===== src/rtl/pwt_pkg.sv =====
package pwt_pkg;

    localparam int EXP_W   = 3;
    localparam int MOD_W   = 4;
    localparam int RATE_W  = EXP_W + MOD_W;
    localparam int MAX_EXP = (1 << EXP_W) - 1;

    localparam int STAT_FLAG_BIT = 0;
    localparam int STAT_IEN_BIT  = 1;

    typedef struct packed {
        logic [EXP_W-1:0] expo;
        logic [MOD_W-1:0] modsel;
    } rate_t;

    typedef enum logic {
        SEL_RATE = 1'b0,
        SEL_STAT = 1'b1
    } reg_sel_e;

    typedef enum logic [1:0] {
        ACT_RUN   = 2'd0,
        ACT_HOLD  = 2'd1,
        ACT_CLEAR = 2'd2
    } cnt_act_e;

    // Clear beats hold: restart and wait-stop reinitialise, pseudo-stop freezes.
    function automatic cnt_act_e pick_action(
        input logic rate_wr,
        input logic disabled,
        input logic wait_mode,
        input logic wait_stop,
        input logic pstop,
        input logic pstop_run
    );
        if (rate_wr || disabled || (wait_mode && wait_stop))
            return ACT_CLEAR;
        if (pstop && !pstop_run)
            return ACT_HOLD;
        return ACT_RUN;
    endfunction

endpackage


===== src/rtl/pwt_regs.sv =====
module pwt_regs
    import pwt_pkg::*;
#(
    parameter int DATA_W = 8
) (
    input  logic              clk,
    input  logic              rst,
    input  logic              wr_en,
    input  logic              reg_sel,
    input  logic [DATA_W-1:0] wr_data,
    input  logic              timeout,
    output rate_t             rate_q,
    output logic              flag_q,
    output logic              ien_q,
    output logic              rate_wr,
    output logic [DATA_W-1:0] rd_data
);

    logic stat_wr;
    logic flag_clr;
    logic unused_hi;

    assign rate_wr   = wr_en && (reg_sel_e'(reg_sel) == SEL_RATE);
    assign stat_wr   = wr_en && (reg_sel_e'(reg_sel) == SEL_STAT);
    assign flag_clr  = stat_wr && wr_data[STAT_FLAG_BIT];
    assign unused_hi = ^wr_data[DATA_W-1:RATE_W];

    always_ff @(posedge clk) begin
        if (rst) begin
            rate_q <= '0;
            flag_q <= 1'b0;
            ien_q  <= 1'b0;
        end else begin
            if (rate_wr)
                rate_q <= rate_t'(wr_data[RATE_W-1:0]);
            if (stat_wr)
                ien_q <= wr_data[STAT_IEN_BIT];
            if (timeout)
                flag_q <= 1'b1;
            else if (flag_clr)
                flag_q <= 1'b0;
        end
    end

    always_comb begin
        rd_data = '0;
        case (reg_sel_e'(reg_sel))
            SEL_RATE: rd_data[RATE_W-1:0] = rate_q;
            SEL_STAT: begin
                rd_data[STAT_FLAG_BIT] = flag_q;
                rd_data[STAT_IEN_BIT]  = ien_q;
            end
            default:  rd_data = '0;
        endcase
    end

endmodule


===== src/rtl/pwt_prescaler.sv =====
module pwt_prescaler
    import pwt_pkg::*;
#(
    parameter int BASE_SHIFT = 9,
    parameter int PW         = BASE_SHIFT + MAX_EXP
) (
    input  logic             clk,
    input  logic             rst,
    input  cnt_act_e         act,
    input  logic [EXP_W-1:0] expo,
    output logic [PW-1:0]    cnt,
    output logic             tick
);

    localparam logic [PW-1:0] ALL_ONES = '1;

    logic [PW-1:0]    limit;
    logic [EXP_W-1:0] drop;

    // Terminal count is 2^(BASE_SHIFT+expo)-1: all ones shifted right.
    assign drop  = EXP_W'(MAX_EXP) - expo;
    assign limit = ALL_ONES >> drop;
    assign tick  = (act == ACT_RUN) && (cnt == limit);

    always_ff @(posedge clk) begin
        if (rst) begin
            cnt <= '0;
        end else begin
            case (act)
                ACT_CLEAR: cnt <= '0;
                ACT_HOLD:  cnt <= cnt;
                default:   cnt <= tick ? '0 : cnt + 1'b1;
            endcase
        end
    end

endmodule


===== src/rtl/pwt_modcounter.sv =====
module pwt_modcounter
    import pwt_pkg::*;
(
    input  logic             clk,
    input  logic             rst,
    input  cnt_act_e         act,
    input  logic             tick,
    input  logic [MOD_W-1:0] modsel,
    output logic [MOD_W-1:0] cnt,
    output logic             timeout
);

    assign timeout = tick && (cnt == modsel);

    always_ff @(posedge clk) begin
        if (rst) begin
            cnt <= '0;
        end else begin
            case (act)
                ACT_CLEAR: cnt <= '0;
                ACT_HOLD:  cnt <= cnt;
                default: begin
                    if (tick)
                        cnt <= timeout ? '0 : cnt + 1'b1;
                end
            endcase
        end
    end

endmodule


===== src/rtl/periodic_wake_timer.sv =====
module periodic_wake_timer
    import pwt_pkg::*;
#(
    parameter int DATA_W     = 8,
    parameter int BASE_SHIFT = 9
) (
    input  logic              clk,
    input  logic              rst,
    input  logic              wr_en,
    input  logic              reg_sel,
    input  logic [DATA_W-1:0] wr_data,
    input  logic              pstop,
    input  logic              pstop_run,
    input  logic              wait_mode,
    input  logic              wait_stop,
    output logic              tmo_flag,
    output logic              irq,
    output logic [DATA_W-1:0] rd_data
);

    localparam int PW = BASE_SHIFT + MAX_EXP;

    rate_t            rate_q;
    logic             ien_q;
    logic             rate_wr;
    logic             timeout;
    logic             tick;
    cnt_act_e         act;
    logic [PW-1:0]    presc_cnt;
    logic [MOD_W-1:0] mod_cnt;

    assign act = pick_action(rate_wr, (rate_q.expo == '0), wait_mode,
                             wait_stop, pstop, pstop_run);

    pwt_regs #(.DATA_W(DATA_W)) u_regs (
        .clk     (clk),
        .rst     (rst),
        .wr_en   (wr_en),
        .reg_sel (reg_sel),
        .wr_data (wr_data),
        .timeout (timeout),
        .rate_q  (rate_q),
        .flag_q  (tmo_flag),
        .ien_q   (ien_q),
        .rate_wr (rate_wr),
        .rd_data (rd_data)
    );

    pwt_prescaler #(.BASE_SHIFT(BASE_SHIFT), .PW(PW)) u_presc (
        .clk  (clk),
        .rst  (rst),
        .act  (act),
        .expo (rate_q.expo),
        .cnt  (presc_cnt),
        .tick (tick)
    );

    pwt_modcounter u_mod (
        .clk     (clk),
        .rst     (rst),
        .act     (act),
        .tick    (tick),
        .modsel  (rate_q.modsel),
        .cnt     (mod_cnt),
        .timeout (timeout)
    );

    assign irq = tmo_flag && ien_q;

endmodule


===== config.mk =====
export PLATFORM = sky130hd
export DESIGN_NAME = periodic_wake_timer
export DESIGN_NICKNAME = d
export VERILOG_FILES = /design/src/rtl/pwt_pkg.sv /design/src/rtl/pwt_regs.sv /design/src/rtl/pwt_prescaler.sv /design/src/rtl/pwt_modcounter.sv /design/src/rtl/periodic_wake_timer.sv
export SDC_FILE = /design/constraint.sdc
export NUM_CORES = 1
export LEC_CHECK = 0
export BUFFER_PORTS_ARGS = -buffer_cell sky130_fd_sc_hd__buf_2
export CORE_AREA = 2 2 60 62
export CTS_CLUSTER_DIAMETER = 100
export DETAILED_ROUTE_END_ITERATION = 16
export DIE_AREA = 0 0 62 64
export PLACE_DENSITY = 0.79
export SYNTH_ARGS = -nofsm -noshare
export SYNTH_HDL_FRONTEND = slang
export SYNTH_HIERARCHICAL = 1
export SYNTH_SLANG_ARGS = --single-unit

===== constraint.sdc =====
create_clock -name clk -period 2.9 [get_ports clk]
set_input_delay 0.145 -clock clk [delete_from_list [all_inputs] [get_ports clk]]
set_output_delay 0.145 -clock clk [all_outputs]
set_load 0.005 [all_outputs]

==> results.txt <==
- Run status: completed
- Initial antenna violation count: 0
- Number of vias after detailed routing: 1628
- The initial utilization of the core area, before any placement, comes to 0.5493.
- Counting cells, the worst reg-to-reg path comes to 10.
- Compared with the post-synthesis result, the final layout area differs by 13.11%.
- STA puts the critical path data required time at 3.17 ns.
* Net Count, Synth: 227
* Ports: 26
* Die Footprint: 3968 um^2
* Number of distinct standard cells referenced by the synthesized netlist: 53
- Sequential cell area fraction in the yosys report: 0.3218
- Die span in x: 62 um
- Source-to-sink clock delay at the later pin of the worst-skew pair: 0.33 ns
- Filler cell count: 304
- Of the cells placed in the final design, the portion with a size suffix greater than 1 is 0.2194.
* Instance count of the mapped netlist: 209
* Nature of the critical path startpoint: flip-flop
* Util after Layout: 0.6213
- Multi-input combinational cell area: 1161 um^2
- Capturing element of the worst setup path: u_mod/cnt[2]
- Unrepaired setup endpoints after global routing: no
- The Yosys step of the flow raised 6 warnings.
* Total routing usage reported by global routing: 0.2061
* Most common flop cell mapped by yosys: dfxtp_1
* Worst reg-to-reg setup slack: 0.34 ns
* Total leakage power: 0.7945 nW
* Hold-fix buffers at CTS: 0
- The final number of hold-violating endpoints came to 0.
* Diodes inserted: 0
- Top achievable clock speed: 391.0 MHz
- Data arrives at the worst endpoint at 2.83 ns.
* Area taken by flip-flops and latches: 580.6 um^2
* Vias per Instance: 5.753
* Share of Yosys cell area claimed by the top area cell type: 0.3218
- Once detailed placement completed, the half-perimeter wirelength came to 2.725 mm.
- Final weighted congestion in routability-driven placement: 0.8055
- Vias in the first global route: 1490
- After synthesis, the cell types taking the most area are dfxtp_1 32%, nand2b_1 4.5%, nand3_1 4.2%, xor2_1 3.9%, nand4bb_1 3.7%.
- Counting along the longest clock path gives a buffer depth of 2.
* Initial DRC Count: 120
* End of the worst register-to-register path: u_mod/cnt[2]
* Maximum number of pins on one net before global-route repair: 25
- After detailed routing, the number of remaining DRC violations is 0.
- The tool flagged a number of max-cap violations equal to 0.
* Part of the cycle the worst path needs: 0.8820
- The min-delay analysis places its worst path in the category in2reg.
- Measured against its own limit, the worst slew margin works out to 0.6093.
* Overflow left after global routing: 0
- EDFF count, synth: 0
* Hold Path Origin: wr_data[1]
- Count of clock tree sinks: 29
- Clock transition at the registers of the reported paths: 0.10 ns
- Core outline area: 3284 um^2
- The largest total area in the synthesized netlist belongs to dfxtp_1.
- Nets: 254
- Counting flops and latches in the post-synthesis netlist gives 29.
* CTS tree: built
- In this run the power density over the cells is 382.3 nW/um^2.
- Measured slew at the worst slew-check pin: 0.5808 ns
- Setup violations remaining at the end of the flow were counted as 0.
- The number of clock buffers added by TritonCTS is 5.
- Resized cells post-CTS: 0
- The max-slew violation count came to 0.
- Number of placement rows: 21
- Overall die height: 64 um
- Combined area of all synthesized cells: 1804 um^2
- The critical path in this run is classified as reg2reg.
* First-pass GRT wire length: 6.196 mm
- Total power for the finished layout comes to 0.0007801 W.
- The critical path starts at u_regs/rate_q[5].
* Ys async rst share: 0
- Cell count after placement: 275
- The tree is rooted in a clkbuf_4.
- Clock Skew: 0.01234 ns
- The routed design has 3.752 mm of wire.
- Of all nets on the critical path, the largest fanout is 11.
- CTS H-tree lvls: 2
* Mean instance size in the synthesized netlist: 8.633 um^2
* Startpoint of the lowest-slack register-to-register path: u_regs/rate_q[5]
- The first TritonRoute pass finished after 4 iterations.
- Once detail routing completed, the nets flagged for antenna violations numbered 0.
- Port Buf Inserts: 23
* Total Neg Setup Slack: 0 ns
- Worst voltage drop across the vdd grid: 0.2377 mV
* Buffers inserted during post-CTS setup optimization: 0
* Fin crit period: 2.558 ns
* Final Instance Count excl. Fillers: 283
- STA classifies the critical path endpoint as a flip-flop.
* DR WL/cell: 13.26 um
## cell type report
type	count	area share
Inverter	3	0.005518
Timing Repair Buffer	29	0.07848
Tap cell	46	0.02820
Sequential cell	29	0.2845
Multi-Input combinational cell	168	0.5690
Clock inverter	1	0.002452
Clock buffer	7	0.03188
## logic make-up (layout without fill, tap and decap cells)
family                     Yosys count  in the layout  share of synthesized area
muxes                                5              5                    0.03051
buffers and inverters               12             40                    0.03467
adders and majority gates            2              2                    0.01387
and+or+nand+nor                    106            106                     0.3856
DFF                                 29             29                     0.3218
AOI/OAI and AO/OA                   43             43                     0.1581
xor gates and xnor gates            11             11                    0.05340
other                                1              1                   0.002078
## worst max-delay path, cell delays in order (launching register included)
cell	delay [ns]
dfxtp_1	0.41
nor3_1	0.32
nor4bb_2	0.10
nor2_1	0.15
nand3_1	0.13
nor4b_4	0.37
nand3_1	0.19
inv_1	0.12
nand2_1	0.09
or4b_1	0.46
a31oi_1	0.16
## per-stage QoR
step / setup slack [ns] / area (um^2) / hold WS (ns)
2_1_floorplan: 0.5814 / 1804 / 0.2141
3_3_place_gp: 0.3691 / 1971 / 0.4126
3_5_place_dp: 0.3296 / 1971 / 0.4195
4_1_cts: 0.3240 / 2041 / 0.06291
5_1_grt: 0.07585 / 2041 / 0.07829
6_report: 0.3422 / 2041 / 0.08118
## synth_stat cells (4+ instances only)
cell,n
o21ai_1,8
mux2_2,4
dfxtp_1,29
o31ai_1,8
a22oi_1,5
nand4_1,4
nand2b_1,13
a21oi_1,8
nand3_1,15
nand2_1,11
and3_1,10
xor2_1,8
nand4bb_1,6
nor3_1,5
nor2_1,11
nor2b_1,8
## sequential cells by signal, summed over array words and instances (netlist names)
register and flops:
u_regs/rate_q 7, u_regs/ien_q 1, u_regs/flag_q 1, u_presc/cnt 16
u_mod/cnt 4
## layout by cell type, fill, tap and decap left out, types with 4 or more instances in the layout
cell type and count:
mux2_2 4, nor2b_1 8, o21ai_1 8, and3_1 10
nand3_1 15, buf_4 6, nor3_1 5, dfxtp_1 29
nand2b_1 13, nand4bb_1 6, nand4_1 4, a22oi_1 5
o31ai_1 8, nand2_1 11, buf_2 23, a21oi_1 8
nor2_1 11, xor2_1 8, clkbuf_4 5
## report_power, final
part,total [W],switching [W],internal (W)
clock,0.000279,0.000139,0.000140
combinational,0.0000881,0.0000472,0.0000410
sequential,0.000412,0.00000809,0.000404
## worst min-delay path by stage
stage,end,slack (ns),cells after the start
floorplan,u_presc/cnt[1],0.21,1
global placement,u_regs/ien_q,0.41,3
detailed placement,u_regs/ien_q,0.42,3
CTS,u_regs/ien_q,0.06,3
global route,u_regs/rate_q[1],0.08,3
finish,u_regs/ien_q,0.08,3
## routing by layer
| metal | up-vias | part of all wire | GRT usage |
|---|---|---|---|
| met5 | - | 0 | 0 |
| met4 | 0 | 0.018 | 0.07979 |
| met3 | 9 | 0.051 | 0.05668 |
| met2 | 46 | 0.47 | 0.3294 |
| met1 | 747 | 0.46 | 0.2553 |
| li1 | 826 | - | - |
(Power assumes the default switching activity.)
